File: src/rtl/evlog_pkg.sv
package evlog_pkg;

    // Status register layout (bit positions are decoded by software)
    localparam int STAT_W     = 8;
    localparam int ST_OVF     = 0;
    localparam int ST_LOGGED  = 1;
    localparam int ST_CMDWAIT = 2;
    localparam int ST_PPR     = 6;

    // Flags this block can raise; others stay 0
    localparam logic [STAT_W-1:0] STAT_LIVE =
        STAT_W'((1 << ST_OVF) | (1 << ST_LOGGED));

    // Control register layout
    localparam int CT_LOG_EN = 0;
    localparam int CT_INT_EN = 1;

    typedef enum logic [1:0] {
        SEL_CTRL = 2'd0,
        SEL_STAT = 2'd1,
        SEL_HEAD = 2'd2,
        SEL_TAIL = 2'd3
    } reg_sel_e;

    typedef struct packed {
        logic int_en;   // bit 1
        logic log_en;   // bit 0
    } ctrl_t;

    // Outcome of one presented event
    typedef struct packed {
        logic store;
        logic overflow;
    } evt_act_t;

    // Sticky flag update: a new set wins over a same-cycle clear
    function automatic logic [STAT_W-1:0] w1c_next(
        input logic [STAT_W-1:0] cur,
        input logic [STAT_W-1:0] setv,
        input logic [STAT_W-1:0] clrv
    );
        return (cur & ~clrv) | setv;
    endfunction

endpackage

File: src/rtl/evlog_ptrs.sv
module evlog_ptrs
    import evlog_pkg::*;
#(
    parameter int DEPTH = 16,
    parameter int REG_W = 32,
    localparam int PTR_W = $clog2(DEPTH)
) (
    input  logic             clk,
    input  logic             rst,
    input  logic             evt_valid,
    input  logic             active,
    input  logic             wr_head,
    input  logic [REG_W-1:0] wdata,
    output logic [PTR_W-1:0] head,
    output logic [PTR_W-1:0] tail,
    output logic             full,
    output evt_act_t         act
);
    logic [PTR_W-1:0] tail_nx;

    always_comb begin
        tail_nx      = tail + 1'b1;
        full         = (tail_nx == head);
        act.store    = evt_valid & active & ~full;
        act.overflow = evt_valid & active & full;
    end

    always_ff @(posedge clk) begin
        if (rst) begin
            head <= '0;
            tail <= '0;
        end else begin
            if (wr_head)   head <= wdata[PTR_W-1:0];
            if (act.store) tail <= tail_nx;
        end
    end
endmodule

File: src/rtl/evlog_ctrl.sv
module evlog_ctrl
    import evlog_pkg::*;
#(
    parameter int REG_W = 32
) (
    input  logic              clk,
    input  logic              rst,
    input  logic              wr_ctrl,
    input  logic              wr_stat,
    input  logic [REG_W-1:0]  wdata,
    input  evt_act_t          act,
    output ctrl_t             ctrl_q,
    output logic [STAT_W-1:0] stat_q,
    output logic              active,
    output logic              irq
);
    logic              armed_q;
    logic              en_rise;
    logic [STAT_W-1:0] setv;
    logic [STAT_W-1:0] clrv;
    ctrl_t             ctrl_d;

    always_comb begin
        ctrl_d.log_en    = wdata[CT_LOG_EN];
        ctrl_d.int_en    = wdata[CT_INT_EN];
        en_rise          = wr_ctrl & wdata[CT_LOG_EN] & ~ctrl_q.log_en;
        setv             = '0;
        setv[ST_OVF]     = act.overflow;
        setv[ST_LOGGED]  = act.store;
        clrv             = wr_stat ? (wdata[STAT_W-1:0] & STAT_LIVE) : '0;
    end

    always_ff @(posedge clk) begin
        if (rst) begin
            ctrl_q  <= '0;
            stat_q  <= '0;
            armed_q <= 1'b0;
        end else begin
            if (wr_ctrl) ctrl_q <= ctrl_d;
            if (act.overflow)  armed_q <= 1'b0;
            else if (en_rise)  armed_q <= 1'b1;
            stat_q <= w1c_next(stat_q, setv, clrv);
        end
    end

    assign active = ctrl_q.log_en & armed_q & ~stat_q[ST_OVF];
    assign irq    = stat_q[ST_OVF] & ctrl_q.int_en;
endmodule

File: src/rtl/evlog_store.sv
module evlog_store #(
    parameter int DEPTH  = 16,
    parameter int DATA_W = 32,
    localparam int PTR_W = $clog2(DEPTH)
) (
    input  logic              clk,
    input  logic              we,
    input  logic [PTR_W-1:0]  waddr,
    input  logic [DATA_W-1:0] wdata,
    input  logic [PTR_W-1:0]  raddr,
    output logic [DATA_W-1:0] rdata
);
    logic [DATA_W-1:0] slots [DEPTH];

    always_ff @(posedge clk) begin
        if (we) slots[waddr] <= wdata;
    end

    assign rdata = slots[raddr];
endmodule

File: src/rtl/evlog_writer.sv
module evlog_writer
    import evlog_pkg::*;
#(
    parameter int DEPTH  = 16,
    parameter int DATA_W = 32,
    parameter int REG_W  = 32,
    localparam int PTR_W = $clog2(DEPTH)
) (
    input  logic              clk,
    input  logic              rst,
    input  logic              evt_valid,
    output logic              evt_ready,
    input  logic [DATA_W-1:0] evt_data,
    input  logic              reg_wr,
    input  logic [1:0]        reg_addr,
    input  logic [REG_W-1:0]  reg_wdata,
    output logic [REG_W-1:0]  reg_rdata,
    input  logic [PTR_W-1:0]  ent_idx,
    output logic [DATA_W-1:0] ent_data,
    output logic              irq
);
    reg_sel_e          sel;
    logic              wr_ctrl, wr_stat, wr_head;
    logic              log_active, ring_full;
    logic [PTR_W-1:0]  head_q, tail_q;
    logic [STAT_W-1:0] stat_q;
    ctrl_t             ctrl_q;
    evt_act_t          act;

    assign sel       = reg_sel_e'(reg_addr);
    assign wr_ctrl   = reg_wr && (sel == SEL_CTRL);
    assign wr_stat   = reg_wr && (sel == SEL_STAT);
    assign wr_head   = reg_wr && (sel == SEL_HEAD);
    assign evt_ready = 1'b1;

    evlog_ptrs #(.DEPTH(DEPTH), .REG_W(REG_W)) u_ptrs (
        .clk(clk), .rst(rst), .evt_valid(evt_valid), .active(log_active),
        .wr_head(wr_head), .wdata(reg_wdata), .head(head_q), .tail(tail_q),
        .full(ring_full), .act(act)
    );

    evlog_ctrl #(.REG_W(REG_W)) u_ctrl (
        .clk(clk), .rst(rst), .wr_ctrl(wr_ctrl), .wr_stat(wr_stat),
        .wdata(reg_wdata), .act(act), .ctrl_q(ctrl_q), .stat_q(stat_q),
        .active(log_active), .irq(irq)
    );

    evlog_store #(.DEPTH(DEPTH), .DATA_W(DATA_W)) u_store (
        .clk(clk), .we(act.store), .waddr(tail_q), .wdata(evt_data),
        .raddr(ent_idx), .rdata(ent_data)
    );

    always_comb begin
        reg_rdata = '0;
        case (sel)
            SEL_CTRL: reg_rdata = REG_W'(ctrl_q);
            SEL_STAT: reg_rdata = REG_W'(stat_q);
            SEL_HEAD: reg_rdata = REG_W'(head_q);
            SEL_TAIL: reg_rdata = REG_W'(tail_q);
            default:  reg_rdata = '0;
        endcase
    end
endmodule

File: config.mk
export PLATFORM = sky130hd
export DESIGN_NAME = evlog_writer
export DESIGN_NICKNAME = d
export VERILOG_FILES = /design/src/rtl/evlog_pkg.sv /design/src/rtl/evlog_ptrs.sv /design/src/rtl/evlog_ctrl.sv /design/src/rtl/evlog_store.sv /design/src/rtl/evlog_writer.sv
export SDC_FILE = /design/constraint.sdc
export NUM_CORES = 1
export LEC_CHECK = 0
export BUFFER_PORTS_ARGS = -buffer_cell sky130_fd_sc_hd__buf_2
export CAP_MARGIN = 20
export CORE_ASPECT_RATIO = 0.75
export CORE_MARGIN = 1.5
export CORE_UTILIZATION = 40
export CTS_CLUSTER_DIAMETER = 100
export DETAILED_ROUTE_END_ITERATION = 6
export GPL_ROUTABILITY_DRIVEN = 0
export PLACE_DENSITY = 0.63
export SYNTH_ARGS = -nofsm -noshare
export SYNTH_HDL_FRONTEND = slang
export SYNTH_SLANG_ARGS = --single-unit
File: constraint.sdc
create_clock -name clk -period 15 [get_ports clk]
set_clock_uncertainty 0.2 [all_clocks]
set_input_delay 3 -clock clk [delete_from_list [all_inputs] [get_ports clk]]
set_output_delay 3 -clock clk [all_outputs]
set_load 0.05 [all_outputs]
==> flow_results.org, run 1 <==
** Status
- The flow ran to the end, and the final reports show no timing, DRC or antenna violations.

** Finish
- Fraction of final layout cells sized beyond drive strength 1 :: around 34%
- In the final design database the tool counted between 1000 and 1500 nets.
- Cells fill 45.9% of the core in the end.
- Filler Cells Inserted :: 4211
- From synthesis to final layout, the design area changed by 12.7%.

** Worst setup path
- In this design, the largest share of critical-path delay is due to buffers and inverters.
- Together, buffers and inverters on the worst path number 4.
- For flop-to-flop paths, the worst setup slack is 11.63 ns.
- Arr. time, crit path :: approximately 6.4 ns
- Of all nets on the critical path, the largest fanout is 67.
- The cell that appears most often on the critical path is sky130_fd_sc_hd__buf_4.
- Worst Setup Path Type :: input pin to output pin
- For this run, the slowest stage of the critical path takes approximately 0.70 ns.
- Cell with the largest stage delay on the worst path :: sky130_fd_sc_hd__buf_4
- STA classifies the critical path startpoint as an input pin.
- STA puts the critical path data required time at between 10 and 15 ns.
- Kind of capture point of the worst setup path :: output pin
- Sequence of cells on the critical path :: clkbuf_8 -> buf_4 -> buf_4 -> mux4_1 -> mux4_2 -> buf_2

** STA
- Setup repair after global routing missed its margin :: false
- Number of endpoints with negative hold slack in the final report :: 0
- Final-layout setup total negative slack :: 0 ns
- For the pin with the worst max-slew slack, the measured transition is 0.971 ns.
- Worst hold slack :: a little under 0.3 ns
- Based on the critical path, the design can be clocked at up to 104 MHz.
- The worst pin sits at a relative slew slack of 35.2%.
- Post-layout minimum cycle time :: between 9 and 10 ns
- Setup Viol. Count Final :: 0
- Final period utilization :: a little under two thirds
- Final count of pins violating max slew :: 0

** GRT
- The initial antenna violation count came to 3.
- Across every metal layer, demand over resource in global routing totals between 15 and 20%.
- Entering global routing, the biggest net connects 86 pins.
- First-pass GRT wire length :: about 60000 um
- The via count of the first global-routing pass is roughly 9300.
- Residual overflow from global routing :: 0

** Route
- For this block, the routed nets add up to 41400 um of wire.
- Via-per-instance ratio :: 5.44
- DRC :: 0
- Number of optimization iterations in the first detailed-route pass :: 5
- Average wire per standard cell :: about 25 um
- The count of nets left with antenna violations once routing finished came out at 0.
- In this run, the number of DRC markers left after iteration 0 of detailed routing was 932.
- The routed layout has just over 9000 vias.

** Pwr
- VDD sags by at most 0.0000823 V.
- Power spread over the standard cell area amounts to about 130 mW/mm2.
- Pleak :: 0.00730 uW

** Synthesis
- After synthesis, the cell types taking the most area are sky130_fd_sc_hd__edfxtp_1 (75%), sky130_fd_sc_hd__mux4_2 (17%), sky130_fd_sc_hd__dfxtp_1 (1.3%), sky130_fd_sc_hd__buf_4 (1.2%), sky130_fd_sc_hd__mux4_1 (0.77%).
- Post-synth top flop :: sky130_fd_sc_hd__edfxtp_1
- Summing the sequential cell areas from Yosys gives between 70% and 80% of the chip area.
- Share of the synthesized area in the top cell type :: 74.9%
- Post-Synthesis Cell Area :: a little over 0.02 mm2
- Total of flip-flops plus latches after synthesis :: between 500 and 600
- Syn. warnings :: 0
- Post-synth EDFFs :: 512
- The cell count after synthesis came out at 869.
- A synthesized cell averages 23.6 um2.
- Ys async rst share :: 0%
- Summed over all instances, the cell type with the most area after synthesis is sky130_fd_sc_hd__edfxtp_1.
- Count of distinct cell types in the synthesized netlist :: 45

** Clock tree
- The tree is rooted in a sky130_fd_sc_hd__clkbuf_16.
- Latest clock arrival within the worst-skew pair :: 0.56 ns
- Number of levels in the clock H-tree :: 2
- Bufs on Longest Clock Path :: 3
- The number of setup buffers added after CTS is 0.
- Clock tree from TritonCTS :: done
- The clock net in this run drives a total of ~530 sinks.
- Hold bufs inserted after CTS :: 0
- Clock transition at the registers of the reported paths :: 0.06 ns
- Clock tree synthesis inserted a total of 48 buffers.
- Post_cts resized :: 0

** Die
- Vertical die dimension :: 199 um
- Die ar. :: between 0.05 and 0.06 mm2
- Row generation in the floorplan step produced 71 rows.
- Boundary pin count :: 140
- Die X :: 265 um
- The floorplan step defined a core boundary enclosing roughly 0.05 mm2.
- For this configuration, the core starts out at a cell density of around two fifths.

** Min path
- The min-delay analysis places its worst path in the category flip-flop to flip-flop.

** Placement
- Post-detail-place hpwl :: 20200 um
- During placement, the flow inserted port buffers numbering 82.

** Run
- The tool flagged a number of max-cap violations equal to 0.
[synthesized netlist by cell type (all sizes together), types with 2 or more instances]
master,instances
a211oi,2
a21oi,4
buf,61
clkbuf,11
conb,2
dfxtp,13
edfxtp,512
ha,4
inv,7
mux2i,5
mux4,162
nand2,10
nand3,10
nand3b,2
nor2,19
nor2b,3
nor3,2
nor4b,8
o2111ai,2
o21ai,6
or4,4
xnor2,4
xor2,2
[cells in the final DEF (no fill, tap or decap), types with 2 or more instances in the layout]
master,count
sky130_fd_sc_hd__a211oi_1,2
sky130_fd_sc_hd__a21oi_1,4
sky130_fd_sc_hd__buf_2,80
sky130_fd_sc_hd__buf_4,22
sky130_fd_sc_hd__bufinv_16,5
sky130_fd_sc_hd__clkbuf_1,6
sky130_fd_sc_hd__clkbuf_16,49
sky130_fd_sc_hd__clkinv_1,15
sky130_fd_sc_hd__clkinv_2,7
sky130_fd_sc_hd__conb_1,29
sky130_fd_sc_hd__dfxtp_1,13
sky130_fd_sc_hd__diode_2,2
sky130_fd_sc_hd__edfxtp_1,512
sky130_fd_sc_hd__ha_1,4
sky130_fd_sc_hd__inv_1,7
sky130_fd_sc_hd__mux2i_1,5
sky130_fd_sc_hd__mux4_1,6
sky130_fd_sc_hd__mux4_2,156
sky130_fd_sc_hd__nand2_1,10
sky130_fd_sc_hd__nand3_1,10
sky130_fd_sc_hd__nand3b_1,2
sky130_fd_sc_hd__nor2_1,11
sky130_fd_sc_hd__nor2_4,8
sky130_fd_sc_hd__nor2b_1,3
sky130_fd_sc_hd__nor4b_2,8
sky130_fd_sc_hd__o2111ai_1,2
sky130_fd_sc_hd__o21ai_0,6
sky130_fd_sc_hd__or4_1,4
sky130_fd_sc_hd__xnor2_1,2
sky130_fd_sc_hd__xnor2_2,2
[final cells by class]
cell class              count  area [um2]  area share (%)
repair buffers            104         591            2.55
flip-flops and latches    525       15600            67.6
inverters                   7        26.3           0.114
diodes                      2        5.00          0.0216
multi-input cells         291        4560            19.7
clock buffers              55        1250            5.40
clock inverters            29         258            1.11
well taps                 657         822            3.55
[worst paths after layout]
check / end / startpoint / depth (start not counted)
worst max register to register: u_store.slots[7][9]$_DFFE_PP_ / u_ptrs.tail[0]$_SDFFE_PP0P_ / 7
worst min-delay path: u_ctrl.stat_q[1]$_SDFF_PP0_ / u_ctrl.stat_q[1]$_SDFF_PP0_ / 2
worst max-delay path: ent_data[17] / ent_idx[0] / 6
worst min register to register: u_ctrl.stat_q[1]$_SDFF_PP0_ / u_ctrl.stat_q[1]$_SDFF_PP0_ / 2
[logic make-up after synthesis]
group                    count (synthesis)  synth area share (%)
buffers and inverters                   80                  2.72
AO/OA/AOI/OAI                           18                 0.542
other                                    2                0.0366
flip-flops                             525                  76.1
multiplexers                           167                  18.1
XOR/XNOR                                 6                 0.366
AND/OR/NAND/NOR                         67                  1.85
adder cells (fa/ha/maj)                  4                 0.244
[sequential cells by signal (all words and copies together), names as in the netlist]
register and cells:
u_ptrs.head 4, u_ptrs.tail 4, u_ctrl.stat_q 2, u_ctrl.armed_q 1, u_ctrl.ctrl_q 2, u_store.slots 512
[power by group]
part | total, uW | switching [uW] | leakage (uW) | internal [uW]
combinational | 168 | 112 | 0.00186 | 55.9
clock | 1190 | 514 | 0.000737 | 679
sequential | 1610 | 0.623 | 0.00470 | 1610
total | 2970 | 626 | 0.00730 | 2340
[worst register-to-register path: stages (launching register included)]
cell	delay [ns]
sky130_fd_sc_hd__dfxtp_1	0.51
sky130_fd_sc_hd__ha_1	0.39
sky130_fd_sc_hd__xnor2_1	0.15
sky130_fd_sc_hd__xnor2_2	0.40
sky130_fd_sc_hd__nor3_4	0.11
sky130_fd_sc_hd__buf_4	0.26
sky130_fd_sc_hd__nor4b_2	0.34
sky130_fd_sc_hd__buf_4	0.60
[through the flow]
| step | cell area (um2) | setup slack, ns | instances | total power, uW |
|---|---|---|---|---|
| global placement | 21600 | 5.26 | 1584 | 1810 |
| floorplan | 20600 | 7.25 | 896 | 1770 |
| detailed placement | 21600 | 5.26 | 1584 | 1810 |
| CTS | 23100 | 5.25 | 1668 | 3000 |
| finish | 23100 | 5.43 | 1670 | 2970 |
| global route | 23100 | 5.08 | 1669 | 3060 |
[layer usage]
| metal | track usage, % | vias up | wire [um] |
|---|---|---|---|
| li1 | - | 3870 | - |
| met1 | 22.9 | 4919 | 19000 |
| met2 | 25.1 | 231 | 19500 |
| met3 | 2.77 | 60 | 2070 |
| met4 | 4.13 | 4 | 714 |
| met5 | 0 | - | 27 |
No activity file was read; power rests on OpenSTA's default activity.
==> run 2: changes to the inputs <==
clock period = 9.2 ns   (was 15 ns; I/O delays follow)
==> run 2 against run 1 <==
Compared with the run above:
- power rose by 59%
- design area is 0.42% lower
- sequential share of layout area grew 0.29 points
- largest cell class unchanged
- combinational power grew 63%
- critical endpoint is now ent_data[24]
- clock power is 52% higher
- count of clock-buffer cells in the layout rose by 6
- highest routed layer unchanged
==> flow_results.org, run 2 (synthesis gave the netlist of run 1 again) <==
** Finish
- Counting flops per register, the top entry is u_store.slots.
- Commonest cells after routing, fill and taps aside :: sky130_fd_sc_hd__edfxtp_1 (512), sky130_fd_sc_hd__mux4_2 (156), sky130_fd_sc_hd__buf_2 (80), sky130_fd_sc_hd__clkbuf_16 (48), sky130_fd_sc_hd__conb_1 (29)
- Synth-to-layout area growth :: 12.2%
- The final-layout fill cell count is 4220 (+0.21%).
- Flip-flop count of the largest register after layout :: 512 (unchanged)
- Register area :: 0.0156 mm2 (unchanged)
- Most common cell after layout, fill and taps aside :: sky130_fd_sc_hd__edfxtp_1
- The area used by multi-input combinational logic was 0.00456 mm2 (unchanged).
- Net count, final :: 1059 (+0.38%)
- Registers with the highest flip-flop counts :: u_store.slots x512, u_ptrs.head x4, u_ptrs.tail x4
- The fraction of final layout cells sized beyond drive strength 1 was 33.7% (-0.26 points).
- The number of inserted diodes came to 0 (-2).

** STA
- The clock period could shrink to about 6.5 ns.
- Setup repair after global routing missed its margin :: false
- Final period utilization :: a little over two thirds
- Transition time of the tightest slew-check pin :: 1.12 ns (+0.146 ns)
- The final hold violation count is 0 (unchanged).
- The remaining max-slew budget at the tightest pin came to 25.5% (-9.7 points).
- Final count of pins violating max slew :: 0 (unchanged)
- The setup violation total in the final timing report came to 0 (unchanged).
- Static timing analysis puts the maximum clock frequency at 154 MHz.
- Final-layout setup total negative slack :: 0 ns (unchanged)

** Worst setup path
- The largest fanout on the critical path came to 64 (-4.5%).
- By startpoint and endpoint, the worst setup path is classified as input pin to output pin.
- The arrival time of data at the critical path endpoint is 4.45 ns (-1.92 ns).
- In this run the worst setup path begins at ent_idx[0].
- Register-to-Register Path Depth :: 7 (unchanged)
- The worst setup path is launched from an input pin.
- The required time at the worst-slack endpoint was 7.16 ns (-4.64 ns).
- The worst register-to-register path begins at u_ptrs.tail[0]$_SDFFE_PP0P_.
- Kind of capture point of the worst setup path :: output pin

** GRT
- Via count of the first global-routing pass :: 9474 (+1.8%)
- Maximum number of pins on one net before global-route repair :: 99 (+15%)
- Residual overflow from global routing :: 0 (unchanged)
- Total track usage :: 16.5% (+0.64 points)
- The initial antenna violation count is 1 (-2).
- The wire length of the first global-routing pass is 62700 um (+3.0%).

** Pwr
- Pleak :: 0.00726 uW (-0.55%)
- The power density over the cells came to 204 mW/mm2 (+59%).
- The clock network fraction of total power was 38.5% (-1.7 points).
- The post-layout total power was 4710 uW (+59%).
- Largest voltage drop on the vdd net :: 0.000108 V (+31%)
- Pint :: 3700 uW (+58%)
- Switching share of power :: 21.5% (+0.37 points)
- The switching component of the power came to 1010 uW (+61%).
- The sequential share of power is 55.7% (+1.5 points).
- The combinational group share of total power came to 5.8% (+0.2 points).

** Min path
- Hold Crit Start :: u_ctrl.ctrl_q[1]$_SDFFE_PP0N_
- The cell depth of the worst hold path came to 2 (unchanged).
- Worst hold-check path type :: flip-flop to flip-flop

** Route
- Average wire per standard cell :: 25.6 um (+3.3%)
- Final wirelength :: 42700 um (+3.3%)
- Via total after detailed routing :: 9206 (+1.3%)
- The routed via count divided by cell count came to 5.51 (+1.3%).
- Number of optimization iterations in the first detailed-route pass :: 5 (unchanged)
- DRC :: 0 (unchanged)
- Number of nets still failing antenna checks after routing :: 0 (unchanged)
- The number of DRC markers in iteration 0 was 844 (-9.4%).

** Clock tree
- The maximum buffer depth of the clock tree came to 3 (unchanged).
- The count of instances resized after the clock tree is built is 0 (unchanged).
- TritonCTS built the clock tree.
- Number of buffers inserted to repair setup after CTS :: 0 (unchanged)
- CTS root buf :: sky130_fd_sc_hd__clkbuf_16
- Clock transition at the registers of the reported paths :: 0.05 ns (about the same)
- The number of H-tree levels was 2 (unchanged).
- Count of clock tree sinks :: 525 (unchanged)
- The number of buffers inserted for hold repair after clock tree synthesis was 0 (unchanged).
- Number of buffers added by the clock tree synthesis step :: 48 (unchanged)
- The clock latency on the worst-skew pair came to 0.56 ns (about the same).

** Placement
- Post-detail-place hpwl :: 21000 um (+4.1%)
- IO Port Bufs :: 82 (unchanged)

** Die
- Boundary pin count :: 140 (unchanged)
- The die height is 199 um (unchanged).
- Die ar. :: 0.0527 mm2 (unchanged)
- The starting density of the core came to 40.7% (unchanged).
- The width of the die is 265 um (unchanged).
- The area of the core came to 0.0505 mm2 (unchanged).
- Row count :: 71 (unchanged)

** Run
- Max Cap Violations :: 0 (unchanged)

** Status
- The run finished with clean final reports.
[run 2: changes by cell type in the layout (fill, tap and decap cells not counted), moves of 2 or more]
cell | before | now
sky130_fd_sc_hd__bufinv_16 | 5 | 1
sky130_fd_sc_hd__clkinv_2 | 7 | 5
sky130_fd_sc_hd__buf_4 | 22 | 26
sky130_fd_sc_hd__diode_2 | 2 | 0
sky130_fd_sc_hd__clkinv_1 | 15 | 12
sky130_fd_sc_hd__inv_6 | 0 | 2
sky130_fd_sc_hd__clkbuf_1 | 6 | 13
[run 2: stage by stage]
step                      hold WS [ns]  worst slack, ns  instance area [um2]  std cells  util [%]
after CTS                        0.322             2.64                23000       1670      45.7
after global placement           0.305             2.65                21700       1588      42.9
final                            0.317             2.71                23000       1670      45.7
after floorplan                  0.262             2.90                20600        896         -
after global routing             0.343             2.53                23000       1670      45.7
after detailed placement         0.299             2.64                21700       1588      42.9
[run 2: layout make-up]
type	count	area share [%]
flip-flops and latches	525	67.8
clock buffers	61	5.42
clock inverters	21	0.581
inverters	7	0.114
repair buffers	108	2.69
well taps	657	3.57
multi-input cells	291	19.8
[run 2: metal layers]
metal	vias to the layer above	part of all wire (%)	global-route usage [%]
met2	273	48	26.5
li1	3873	-	-
met4	2	1.6	3.68
met3	58	5.6	2.80
met5	-	0.019	0
met1	5000	45	23.8
[run 2: power groups by stage]
| stage | combinational (uW) | clock, uW | sequential (uW) |
|---|---|---|---|
| 2_1_floorplan | 211 | 0 | 2680 |
| 3_3_place_gp | 274 | 0 | 2670 |
| 3_5_place_dp | 279 | 0 | 2670 |
| 4_1_cts | 279 | 1860 | 2620 |
| 5_1_grt | 293 | 1940 | 2620 |
| 6_report | 274 | 1810 | 2620 |
[run 2: path summary, 6_finish.rpt]
kind,endpoint,slack (ns)
setup / recovery,ent_data[24],2.71
hold / removal,u_ctrl.ctrl_q[1]$_SDFFE_PP0N_,0.32
setup reg to reg,u_store.slots[4][8]$_DFFE_PP_,5.86
hold reg to reg,u_ctrl.ctrl_q[1]$_SDFFE_PP0N_,0.32
[run 2: worst max-delay path, cell delays in order]
cell and delay [ns]:
sky130_fd_sc_hd__clkbuf_8 0.55, sky130_fd_sc_hd__buf_4 0.54, sky130_fd_sc_hd__mux4_1 0.65, sky130_fd_sc_hd__mux4_2 0.49
sky130_fd_sc_hd__buf_2 0.22
==> run 3: changes to the inputs <==
PLACE_DENSITY = 0.65   (was 0.63)
clock period = 5.3 ns   (was 9.2 ns; I/O delays follow)
==> run 3 against run 2 <==
Compared with the run above:
- clock power is 91% higher
- power up 80%
- register-to-register slack worse by 4.0 ns
- combinational power up 78%
- first-iteration DRC count up 3.0%
- final cell count grew 0.84%
- largest power group unchanged
- sequential power increased by 74%
- routed wire length hardly changed
- non-clock buffer count up 13
==> flow_results.org, run 3 (synthesis gave the netlist of run 1 again) <==
** Status
- The run finished with clean final reports.

** Route
- The number of DRC markers in iteration 0 is 869 (+3.0%).
- The length of the first detailed-routing pass in iterations was 4 (-1).
- The post-route DRC violation count was 0 (unchanged).
- Final wirelength :: 42700 um (about the same)
- The final antenna-violating net count is 0 (unchanged).
- The via count of the routed design was 9258 (+0.56%).
- The average wire per standard cell is 25.4 um (-0.90%).
- Via-per-instance ratio :: 5.50 (-0.27%)

** Pwr
- Total power divided by cell area :: 363 mW/mm2 (+78%)
- The reported leakage power was 0.00742 uW (+2.3%).
- Largest voltage drop on the vdd net :: 0.000204 V (+89%)

** Worst setup path
- The worst setup path is launched from an input pin.
- Cell mode on critical path :: sky130_fd_sc_hd__mux4_2
- The worst register-to-register path ends at u_store.slots[10][3]$_DFFE_PP_.
- In this run the worst setup path terminates at ent_data[31].
- The largest fanout on the critical path was 37 (-42%).
- The setup path with the least slack is of type input pin to output pin.
- The number of cell instances on the worst register-to-register path came to 7 (unchanged).
- The register-to-register path setup slack is 1.84 ns (-4.02 ns).
- The signal on the critical path passes through clkbuf_8 -> buf_4 -> mux4_2 -> mux4_2 -> buf_2.
- Critical register-to-register path startpoint :: u_ptrs.tail[0]$_SDFFE_PP0P_
- The required time at the worst-slack endpoint was 4.04 ns (-3.12 ns).
- The worst stage delay on the critical path was 0.54 ns (-0.11 ns).
- Kind of capture point of the worst setup path :: output pin
- Arr. time, crit path :: 3.19 ns (-1.26 ns)
- The most critical setup path has its startpoint at ent_idx[0].
- The largest individual stage delay along the critical path comes from the cell sky130_fd_sc_hd__mux4_2.

** Run
- The total of max-cap violations came to 0 (unchanged).

** STA
- Maximum frequency from static timing analysis :: about 220 MHz
- Number of endpoints with negative hold slack in the final report :: 0 (unchanged)
- Crit path setup slack, layout :: 0.846 ns (-1.86 ns)
- Final period utilization :: 84.0%
- Worst rel slew slack :: 35.3% (+9.8 points)
- Setup repair after global routing missed its margin :: false
- Post-layout minimum cycle time :: 4.45 ns
- Setup Viol. Count Final :: 0 (unchanged)
- Final count of pins violating max slew :: 0 (unchanged)
- The slew at the pin with the worst max-slew slack came to 0.968 ns (-0.150 ns).

** Finish
- The final-layout fill cell count came to 4163 (-1.4%).
- Most common cell after layout, fill and taps aside :: sky130_fd_sc_hd__edfxtp_1
- The fraction of final layout cells sized beyond drive strength 1 is 35.7% (+2.1 points).
- The largest registers in the layout are u_store.slots x512, u_ptrs.head x4, u_ptrs.tail x4.
- Flip-flop count of the largest register after layout :: 512 (unchanged)
- Non-filler instance count after layout :: 1684 (+0.84%)
- Number of antenna cells inserted :: 0 (unchanged)
- From synthesis to final layout, the design area changed by 13.8%.
- The register with the most flip-flops in the final layout is u_store.slots.
- Commonest cells after routing, fill and taps aside :: sky130_fd_sc_hd__edfxtp_1 (512), sky130_fd_sc_hd__mux4_2 (156), sky130_fd_sc_hd__buf_2 (80), sky130_fd_sc_hd__clkbuf_16 (49), sky130_fd_sc_hd__buf_4 (34)
- The net count reported at finish was 1071 (+1.1%).

** Placement
- The HPWL after detailed placement was 23800 um (+13%).
- The count of placed standard cells including taps was 1601 (+0.82%).
- IO Port Bufs :: 82 (unchanged)
- The post-place setup slack is 0.806 ns (-1.83 ns).

** Clock tree
- The number of buffers inserted for hold repair after clock tree synthesis came to 0 (unchanged).
- Number of levels in the clock H-tree :: 2 (unchanged)
- Post_cts resized :: 0 (unchanged)
- TritonCTS built the clock tree.
- Clock transition at the registers of the reported paths :: 0.07 ns (+0.02 ns)
- The sink count of the clock tree came to 525 (unchanged).
- The root buffer cell chosen for the clock tree is sky130_fd_sc_hd__clkbuf_16.
- Number of buffers inserted to repair setup after CTS :: 0 (unchanged)
- The total CTS buffers is 47 (-2.1%).
- The clock latency on the worst-skew pair is 0.56 ns (about the same).
- The maximum buffer depth of the clock tree is 3 (unchanged).

** Min path
- Worst hold-check path type :: flip-flop to flip-flop
- Hold Crit Start :: u_ctrl.stat_q[1]$_SDFF_PP0_

** GRT
- Residual overflow from global routing :: 0 (unchanged)
- The global router's overall resource usage is 16.4% (-0.070 points).
- Maximum number of pins on one net before global-route repair :: 41 (-59%)
- Via count of the first global-routing pass :: 9543 (+0.73%)
- First-pass GRT wire length :: 63200 um (+0.81%)
- Initial antenna violation count :: 2 (+1)

** Die
- Die X :: 265 um (unchanged)
- The starting density of the core was 40.7% (unchanged).
- The area of the core came to 0.0505 mm2 (unchanged).
- Die ar. :: 0.0527 mm2 (unchanged)
- Row count :: 71 (unchanged)
- The die height came to 199 um (unchanged).
- Boundary pin count :: 140 (unchanged)
## run 3: cell types whose count changed in the layout (fill, tap and decap cells not counted), moves of 2 or more
cell | before | now
sky130_fd_sc_hd__clkinv_1 | 12 | 3
sky130_fd_sc_hd__buf_12 | 0 | 6
sky130_fd_sc_hd__clkinv_4 | 0 | 2
sky130_fd_sc_hd__buf_4 | 26 | 34
sky130_fd_sc_hd__clkbuf_1 | 13 | 10
sky130_fd_sc_hd__clkinv_2 | 5 | 8
sky130_fd_sc_hd__bufinv_16 | 1 | 6
sky130_fd_sc_hd__clkinvlp_4 | 0 | 4
## run 3: stage by stage
step	total power (uW)	hold WS (ns)	TNS, ns	area (um2)	utilization [%]
3_3_place_gp	5130	0.301	0	21800	43.3
5_1_grt	8760	0.366	0	23400	46.3
2_1_floorplan	5010	0.262	-55.32	20600	-
3_5_place_dp	5140	0.282	0	21800	43.3
4_1_cts	8580	0.306	0	23400	46.3
6_report	8500	0.306	0	23400	46.3
## run 3: routing by layer
| layer | share of wire (%) | wire length, um | up-vias | track usage [%] |
|---|---|---|---|---|
| met5 | 0.061 | 26 | - | 0 |
| met3 | 6.2 | 2640 | 54 | 3.15 |
| li1 | - | - | 3906 | - |
| met2 | 48 | 20300 | 262 | 26.1 |
| met4 | 1.3 | 561 | 4 | 2.98 |
| met1 | 45 | 19200 | 5032 | 24.0 |
## run 3: final cells by class
type | count | area [um2] | share of cell area [%]
timing repair buffer | 121 | 790 | 3.38
clock buffer | 59 | 1260 | 5.40
clock inverter | 24 | 288 | 1.23
multi-input combinational | 291 | 4560 | 19.5
tap | 657 | 822 | 3.52
sequential | 525 | 15600 | 66.9
inverter | 7 | 26.3 | 0.112
## run 3: report_power, final
part / switching, uW / leakage (uW) / total [uW] / internal (uW)
logic: 320 / 0.00197 / 488 / 168
clock network: 1470 / 0.000750 / 3460 / 1990
registers: 1.84 / 0.00470 / 4550 / 4550
## run 3: how the worst min path moves through the flow
stage,end,slack [ns],cells after the start
after floorplan,u_ctrl.stat_q[1]$_SDFF_PP0_,0.26,2
after global placement,u_ctrl.stat_q[1]$_SDFF_PP0_,0.30,2
after detailed placement,u_ctrl.stat_q[1]$_SDFF_PP0_,0.28,2
after CTS,u_ctrl.stat_q[1]$_SDFF_PP0_,0.31,2
after global routing,u_ctrl.stat_q[1]$_SDFF_PP0_,0.37,2
final,u_ctrl.stat_q[1]$_SDFF_PP0_,0.31,2
## run 3: worst max-delay path, delay by kind of cell
| family | cells | cell delay [ns] |
|---|---|---|
| buf+inv | 3 | 0.98 |
| mux | 2 | 1.07 |
